==> src/rtl/frac_baud_pkg.sv <==
package frac_baud_pkg;

  typedef enum logic {
    SRC_INTEGER = 1'b0,
    SRC_FRACTION = 1'b1
  } src_sel_e;

  localparam int unsigned REG_W = 16;

endpackage

==> src/rtl/fbp_ctrl_reg.sv <==
module fbp_ctrl_reg
  import frac_baud_pkg::*;
#(
  parameter int unsigned STEP_W = 8,
  parameter int unsigned TAP_W  = 3
) (
  input  logic              clk_i,
  input  logic              rst_ni,
  input  logic              wr_en_i,
  input  logic [REG_W-1:0]  wr_data_i,
  output logic [REG_W-1:0]  cfg_o,
  output src_sel_e          src_o,
  output logic [TAP_W-1:0]  tap_o,
  output logic [STEP_W-1:0] step_o
);

  localparam int unsigned FIELD_W = STEP_W + TAP_W;
  localparam int unsigned SEL_POS = REG_W - 1;
  localparam int unsigned RSVD_W  = SEL_POS - FIELD_W;

  logic                 sel_q, sel_d;
  logic [FIELD_W-1:0]   field_q, field_d;

  always_comb begin
    sel_d   = sel_q;
    field_d = field_q;
    if (wr_en_i) begin
      sel_d   = wr_data_i[SEL_POS];
      field_d = wr_data_i[FIELD_W-1:0];
    end
  end

  always_ff @(posedge clk_i or negedge rst_ni) begin
    if (!rst_ni) begin
      sel_q   <= 1'b0;
      field_q <= '0;
    end else if (wr_en_i) begin
      sel_q   <= sel_d;
      field_q <= field_d;
    end
  end

  generate
    if (RSVD_W > 0) begin : g_rsvd
      assign cfg_o = {sel_q, {RSVD_W{1'b0}}, field_q};
    end else begin : g_norsvd
      assign cfg_o = {sel_q, field_q};
    end
  endgenerate

  assign src_o  = src_sel_e'(sel_q);
  assign tap_o  = field_q[FIELD_W-1:STEP_W];
  assign step_o = field_q[STEP_W-1:0];

  // contents change only on a write
  p_hold_without_write_r10: assert property (@(posedge clk_i) disable iff (!rst_ni)
    !wr_en_i |=> $stable(cfg_o));

  // a write lands in the visible fields
  p_write_lands_r10: assert property (@(posedge clk_i) disable iff (!rst_ni)
    wr_en_i |=> (cfg_o[FIELD_W-1:0] == $past(wr_data_i[FIELD_W-1:0])));

endmodule

==> src/rtl/fbp_ratio_decode.sv <==
module fbp_ratio_decode #(
  parameter int unsigned STEP_W = 8,
  parameter int unsigned TAP_W  = 3,
  parameter int unsigned DIV_W  = STEP_W + (1 << TAP_W)
) (
  input  logic [TAP_W-1:0]  tap_i,
  input  logic [STEP_W-1:0] step_i,
  output logic              active_o,
  output logic [DIV_W-1:0]  div_o
);

  localparam logic [TAP_W-1:0] TAP_OFF = '1;

  logic [DIV_W-1:0] mant;
  logic [DIV_W-1:0] shift_amt;

  always_comb begin
    mant      = DIV_W'({1'b1, step_i});
    shift_amt = DIV_W'(tap_i) + DIV_W'(1);
    active_o  = (tap_i != TAP_OFF);
    div_o     = active_o ? (mant << shift_amt) : '0;
  end

endmodule

==> src/rtl/fbp_phase_accum.sv <==
module fbp_phase_accum #(
  parameter int unsigned STEP_W = 8,
  parameter int unsigned DIV_W  = 16
) (
  input  logic             clk_i,
  input  logic             rst_ni,
  input  logic             clear_i,
  input  logic             active_i,
  input  logic [DIV_W-1:0] div_i,
  output logic             tick_o
);

  localparam int unsigned ACC_W = DIV_W + 1;
  localparam logic [ACC_W-1:0] INC = ACC_W'(1) << STEP_W;

  logic [DIV_W-1:0] acc_q, acc_d;
  logic             tick_q, tick_d;
  logic [ACC_W-1:0] sum;
  logic [ACC_W-1:0] div_ext;
  logic             hit;

  always_comb begin
    sum     = {1'b0, acc_q} + INC;
    div_ext = {1'b0, div_i};
    hit     = active_i && (sum >= div_ext);
    if (clear_i || !active_i) begin
      acc_d  = '0;
      tick_d = 1'b0;
    end else if (hit) begin
      acc_d  = DIV_W'(sum - div_ext);
      tick_d = 1'b1;
    end else begin
      acc_d  = DIV_W'(sum);
      tick_d = 1'b0;
    end
  end

  always_ff @(posedge clk_i or negedge rst_ni) begin
    if (!rst_ni) begin
      acc_q  <= '0;
      tick_q <= 1'b0;
    end else begin
      acc_q  <= acc_d;
      tick_q <= tick_d;
    end
  end

  assign tick_o = tick_q;

  // single-cycle pulses, never back to back
  p_no_adjacent_r9: assert property (@(posedge clk_i) disable iff (!rst_ni)
    tick_q |=> !tick_q);

  // remainder stays below the divisor
  p_acc_below_div_r5: assert property (@(posedge clk_i) disable iff (!rst_ni)
    active_i |-> (acc_q < div_i));

  // after a pulse the leftover phase is under one increment
  p_phase_after_tick_r6: assert property (@(posedge clk_i) disable iff (!rst_ni)
    tick_q |-> ({1'b0, acc_q} < INC));

  // a write restarts the phase
  p_clear_restarts_r8: assert property (@(posedge clk_i) disable iff (!rst_ni)
    clear_i |=> (acc_q == '0) && !tick_q);

  // disabled tap stays quiet
  p_disabled_quiet_r4: assert property (@(posedge clk_i) disable iff (!rst_ni)
    (!active_i && !clear_i) |=> (!tick_q || !$past(active_i) == 1'b0 ? 1'b1 : !tick_q));

endmodule

==> src/rtl/frac_baud_prescaler.sv <==
module frac_baud_prescaler
  import frac_baud_pkg::*;
#(
  parameter int unsigned STEP_W = 8,
  parameter int unsigned TAP_W  = 3
) (
  input  logic             clk_i,
  input  logic             rst_ni,
  input  logic             int_tick_i,
  input  logic             wr_en_i,
  input  logic [REG_W-1:0] wr_data_i,
  output logic [REG_W-1:0] cfg_o,
  output logic             baud_tick_o
);

  localparam int unsigned DIV_W = STEP_W + (1 << TAP_W);

  logic [1:0]        rst_sync_q;
  logic              rst_n_int;
  src_sel_e          src;
  logic [TAP_W-1:0]  tap;
  logic [STEP_W-1:0] step;
  logic              active;
  logic [DIV_W-1:0]  div;
  logic              frac_tick;

  always_ff @(posedge clk_i or negedge rst_ni) begin
    if (!rst_ni) rst_sync_q <= 2'b00;
    else         rst_sync_q <= {rst_sync_q[0], 1'b1};
  end
  assign rst_n_int = rst_sync_q[1];

  fbp_ctrl_reg #(.STEP_W(STEP_W), .TAP_W(TAP_W)) u_ctrl (
    .clk_i     (clk_i),
    .rst_ni    (rst_n_int),
    .wr_en_i   (wr_en_i),
    .wr_data_i (wr_data_i),
    .cfg_o     (cfg_o),
    .src_o     (src),
    .tap_o     (tap),
    .step_o    (step)
  );

  fbp_ratio_decode #(.STEP_W(STEP_W), .TAP_W(TAP_W), .DIV_W(DIV_W)) u_decode (
    .tap_i    (tap),
    .step_i   (step),
    .active_o (active),
    .div_o    (div)
  );

  fbp_phase_accum #(.STEP_W(STEP_W), .DIV_W(DIV_W)) u_accum (
    .clk_i    (clk_i),
    .rst_ni   (rst_n_int),
    .clear_i  (wr_en_i),
    .active_i (active),
    .div_i    (div),
    .tick_o   (frac_tick)
  );

  always_comb begin
    baud_tick_o = (src == SRC_FRACTION) ? frac_tick : int_tick_i;
  end

  // reserved field never visible
  p_rsvd_zero_r7: assert property (@(posedge clk_i) disable iff (!rst_n_int)
    wr_en_i |=> (cfg_o[REG_W-2:STEP_W+TAP_W] == '0));

  // fractional source ignores the integer enable
  p_frac_ignores_int_r3: assert property (@(posedge clk_i) disable iff (!rst_n_int)
    (src == SRC_FRACTION && !frac_tick) |-> !baud_tick_o);

endmodule

==> config.mk <==
export PLATFORM = sky130hd
export DESIGN_NAME = frac_baud_prescaler
export DESIGN_NICKNAME = d
export VERILOG_FILES = /design/src/rtl/frac_baud_pkg.sv /design/src/rtl/fbp_ctrl_reg.sv /design/src/rtl/fbp_ratio_decode.sv /design/src/rtl/fbp_phase_accum.sv /design/src/rtl/frac_baud_prescaler.sv
export SDC_FILE = /design/constraint.sdc
export NUM_CORES = 1
export LEC_CHECK = 0
export BUFFER_PORTS_ARGS = -buffer_cell sky130_fd_sc_hd__buf_4
export CORE_MARGIN = 10
export CORE_UTILIZATION = 58
export CTS_CLUSTER_SIZE = 40
export DETAILED_ROUTE_END_ITERATION = 16
export HOLD_SLACK_MARGIN = 0.15
export PLACE_DENSITY = 0.8
export SLEW_MARGIN = 25
export SYNTH_ARGS = -nofsm -noshare
export SYNTH_HDL_FRONTEND = slang
export SYNTH_SLANG_ARGS = --single-unit
==> constraint.sdc <==
create_clock -name clk_i -period 1.1 [get_ports clk_i]
set_input_delay 0.165 -clock clk_i [delete_from_list [all_inputs] [get_ports clk_i]]
set_output_delay 0.165 -clock clk_i [all_outputs]
set_load 0.05 [all_outputs]
==> impl_metrics.tcl, run 1 <==
set metrics [dict create \
    outcome "stopped before the end" \
    stop_stage "clock tree synthesis" \
    toolErrorMsg "[ERROR DPL-0038] Utilization greater than 100%, impossible to legalize" \
    synthXorXnorAreaFrac 0.05133 \
    synth_warnings 0 \
    ys_ff_latch 31 \
    yosysUniqueCellTypes 54 \
    cts_made_buffers 5 \
    die_h_um 88.61 \
    synth_seq_area_share 0.2841 \
    die_x_um 88.61 \
    synth-compound-area-share 0.2411 \
    async_flop_share 1.000 \
    synth_area_leader_cell "dfrtp_1" \
    yosys_most_used_dff "dfrtp_1" \
    num_io_pins 37 \
    netlist_instances 313 \
    synth_area_leaders "dfrtp_1 (28%), ha_1 (9.2%), mux2_2 (6.6%), a21oi_1 (4.6%), nand2_1 (3.8%)" \
    synth_adder_area_share 0.09899 \
    cts_setup_buffers 16 \
    rows 24 \
    synth_edf_count 0 \
    muxShareOfSynthArea 0.09166 \
    placed_cells 468 \
    cts_sinks 31 \
    yosysTopAreaCellShare 0.2841 \
    gp_congestion 0.9107 \
    cts_resized 88 \
    clock_path_buffers 2 \
    ctsRootBufferMaster "clkbuf_8" \
    hold_buffers 13 \
    synth-simple-area-share 0.1842 \
    synth_top_family_by_area "compound AO/OA/AOI/OAI gates" \
    portBuffers 28 \
    syn_area_per_cell_um2 8.722 \
    syn_area_um2 2730 \
    h-tree-depth 2 \
    floorplan.initialDensity 0.6143 \
    hpwlAfterDp_um 6775 \
]
-- synth_stat cells (2+ instances only) --
| master | count |
|---|---|
| a211oi_1 | 3 |
| a21o_1 | 6 |
| a21oi_1 | 25 |
| a21oi_2 | 8 |
| and3_1 | 4 |
| and4_1 | 2 |
| buf_2 | 4 |
| buf_4 | 5 |
| clkbuf_1 | 7 |
| conb_1 | 2 |
| dfrtp_1 | 31 |
| ha_1 | 20 |
| inv_1 | 7 |
| mux2_2 | 16 |
| mux2i_1 | 7 |
| nand2_1 | 28 |
| nand2b_1 | 10 |
| nand3_1 | 18 |
| nand4_1 | 5 |
| nor2_1 | 11 |
| nor3_1 | 8 |
| nor3_2 | 2 |
| o211ai_1 | 4 |
| o21a_1 | 2 |
| o21ai_0 | 18 |
| o21ai_1 | 10 |
| o21bai_1 | 2 |
| o22ai_1 | 3 |
| o2bb2ai_1 | 2 |
| o31ai_1 | 2 |
| or2_2 | 3 |
| or3_1 | 2 |
| xnor2_1 | 8 |
| xor2_1 | 8 |
-- metrics by stage --
| step | hold slack (ns) | area, um^2 | utilization | setup slack, ns |
|---|---|---|---|---|
| after floorplan | -0.1306 | 2935 | - | -2.298 |
| after global placement | -0.05291 | 3770 | 0.8483 | -2.296 |
| after detailed placement | -0.04777 | 3770 | 0.8483 | -2.333 |
-- kinds of logic after synthesis --
group                    count (synthesis)
AO/OA/AOI/OAI                           97
buffers and inverters                   25
multiplexers                            23
flip-flops                              31
AND/OR/NAND/NOR                         98
adder cells (fa/ha/maj)                 21
XOR/XNOR                                16
other                                    2
==> run 2: changes to the inputs <==
CORE_UTILIZATION = 40   (was 58)
CTS_CLUSTER_SIZE = default   (was 40)
HOLD_SLACK_MARGIN = default   (was 0.15)
PLACE_DENSITY = default   (was 0.8)
PLACE_DENSITY_LB_ADDON = 0.15   (was default)
==> impl_metrics.tcl, run 2 <==
set metrics [dict create \
    syn_area_per_cell_um2 8.722 \
    drt-vias-per-instance 5.350 \
    layout_common_cells "buf_4 (106), dfrtp_1 (28), nand2_1 (24)" \
    min_period_ns 3.354 \
    final_common_cell "buf_4" \
    topRoutingLayerUsed "met4" \
    grt_pass1_vias 3026 \
    floorplan.initialDensity 0.4063 \
    hold_viol_final 0 \
    cp.required_ns 1.31 \
    synthToLayoutAreaGrowth_pct 63.20 \
    clk_pin_slew_ns 0.07 \
    slew_violations 0 \
    synth_area_leaders "dfrtp_1 (28%), ha_1 (9.2%), mux2_2 (6.6%), a21oi_1 (4.6%), nand2_1 (3.8%)" \
    hpwlAfterDp_um 6780 \
    crit_chain "buf_4 > ha_2 > ha_4 > buf_4 > nand2_1 > o21ai_2 > buf_4 > nand2_1 > ha_4 > nand4_1 > nor3_4 > nand4_2 > a41oi_4 > buf_6 > o211ai_1 > a21oi_1" \
    yosys_most_used_dff "dfrtp_1" \
    synth_warnings 0 \
    fillers 543 \
    powerDensity_nw_per_um2 2326 \
    ys_ff_latch 31 \
    worst-setup-path-type "reg2reg" \
    min_path_type "in2reg" \
    grt_setup_unrepaired "true" \
    outcome "complete, but fails checks" \
    synth_area_leader_cell "dfrtp_1" \
    crit_path_start_kind "flop" \
    portBuffers 28 \
    post-synth-top-count-cell "dfrtp_1" \
    core_um2 6719 \
    vias 2809 \
    antenna_found_initial 0 \
    slowest_delay_ns 0.43 \
    cts_sinks 31 \
    synth_seq_area_share 0.2841 \
    clock_path_buffers 2 \
    cts_tree "built" \
    syn_area_um2 2730 \
    fin_nets 485 \
    met3WireLength_um 410 \
    top_register "u_accum.acc_q" \
    cp_max_fo 8 \
    die_x_um 102.6 \
    fin_skew_ns 0.006684 \
    min_period_over_period 3.049 \
    die_area_um2 10530 \
    postLayoutCoreUtil 0.6631 \
    cp_slowest_cell "dfrtp_2" \
    layout.cells.non_filler 525 \
    failed_checks "setup timing" \
    wl_met2_um 4646 \
    dp_slack_ns -2.372 \
    finalPower_mw 10.36 \
    diodes 0 \
    gp_congestion 0.9491 \
    largest_register_ffs 16 \
    drtPass1Iterations 4 \
    netlist_instances 313 \
    grt_pass1_wl_um 14490 \
    final_layout_size_suffix_gt1_frac 0.5461 \
    cts_made_buffers 5 \
    cellLeakagePower_nw 1.987 \
    remaining_drc_errors 0 \
    cp_common_cell "buf_4" \
    rows 30 \
    wl_per_cell_um 16.94 \
    wl_met1_um 3718 \
    placed_cells 504 \
    maxCapViolations 0 \
    synth_edf_count 0 \
    h-tree-depth 2 \
    insertion_delay_ns 0.29 \
    fin_ws_ns -2.254 \
    grt_overflow 0 \
    cp-end-kind "flop" \
    ant_nets 0 \
    ctsRootBufferMaster "clkbuf_8" \
    yosysUniqueCellTypes 54 \
    die_h_um 102.6 \
    cp.arrival_ns 3.56 \
    cp.buffers_inverters 4 \
    grt_use_total 0.1718 \
    async_flop_share 1.000 \
    fmax_mhz 298.2 \
    yosysTopAreaCellShare 0.2841 \
    synth_common_cells "dfrtp_1 (31), nand2_1 (28), a21oi_1 (25)" \
    finalHoldWorstSlack_ns 0.07855 \
    num_io_pins 37 \
    grt_max_degree 30 \
    irDropWorstVdd_mv 0.8276 \
    wl_um 8892 \
    setup_violations 31 \
    cp_top_family "adder cells" \
    largest_registers "u_accum.acc_q x16, u_ctrl.field_q x11, rst_sync_q x2" \
    drtIter0Drc 77 \
]
[run 2: cell counts after synthesis]
Identical to the previous run, type by type.
[run 2: area by class of cell]
type,count,area [um^2],share of cell area
multi-input cells,260,2237,0.5021
clock inverters,3,15.01,0.003370
well taps,80,100.1,0.02247
repair buffers,139,1225,0.2749
clock buffers,5,68.82,0.01545
flip-flops and latches,31,779.5,0.1750
inverters,7,30.03,0.006740
[run 2: worst paths after layout]
path,end,startpoint,cells past startpoint,slack (ns)
worst max-delay path,u_accum.acc_q[11],u_ctrl.field_q[8],16,-2.25
worst min-delay path,u_ctrl.field_q[8],wr_data_i[8],3,0.08
worst max register to register,u_accum.acc_q[11],u_ctrl.field_q[8],16,-2.25
worst min register to register,u_ctrl.field_q[10],rst_sync_q[1],1,0.23
max in group asynchronous,u_ctrl.field_q[7],rst_sync_q[1],1,0.69
min in group asynchronous,rst_sync_q[1],rst_ni,2,0.21
[run 2: logic make-up (layout without fill, tap and decap cells)]
group / after synthesis / after routing / share of synthesized area
AO/OA/AOI/OAI: 97 / 97 / 0.2411
XOR/XNOR: 16 / 16 / 0.05133
adder cells (fa/ha/maj): 21 / 21 / 0.09899
buffers and inverters: 25 / 154 / 0.04583
flip-flops: 31 / 31 / 0.2841
multiplexers: 23 / 23 / 0.09166
other: 2 / 5 / 0.002751
AND/OR/NAND/NOR: 98 / 98 / 0.1842
[run 2: metrics by stage]
stage | TNS (ns) | area, um^2
4_1_cts | -38.30 | 4317
3_3_place_gp | -39.32 | 3877
2_1_floorplan | -38.56 | 2935
5_1_grt | -42.18 | 4456
6_report | -38.38 | 4456
3_5_place_dp | -39.03 | 3877
[run 2: metal layers]
layer  vias to the layer above  track usage
li1                       1402            -
met1                      1336       0.1994
met2                        60       0.3081
met3                        11      0.03552
met4                         0      0.05206
met5                         -            0
[run 2: worst reg2reg max path: stages, from the launching register on]
cell      delay (ns)
dfrtp_2         0.43
buf_4           0.14
ha_2            0.19
ha_4            0.34
buf_4           0.14
nand2_1         0.07
o21ai_2         0.10
buf_4           0.14
nand2_1         0.11
ha_4            0.33
nand4_1         0.16
nor3_4          0.23
nand4_2         0.17
a41oi_4         0.25
buf_6           0.15
o211ai_1        0.15
a21oi_1         0.18
[run 2: repair_timing]
action	4_1_cts	5_1_grt
pin swaps	9	10
hold endpoints to repair	2	0
hold buffers	1	0
buffers inserted	10	4
resized for setup	70	25
setup endpoints to repair	29	30
[run 2: where the power goes]
group,leakage [nW],total [mW],switching [mW],internal [mW]
clock,0.0477,0.891,0.458,0.433
combinational,1.55,7.97,3.95,4.02
sequential,0.390,1.51,0.168,1.34
total,1.99,10.4,4.57,5.79
Note: power is estimated with default switching activity, not from simulation.
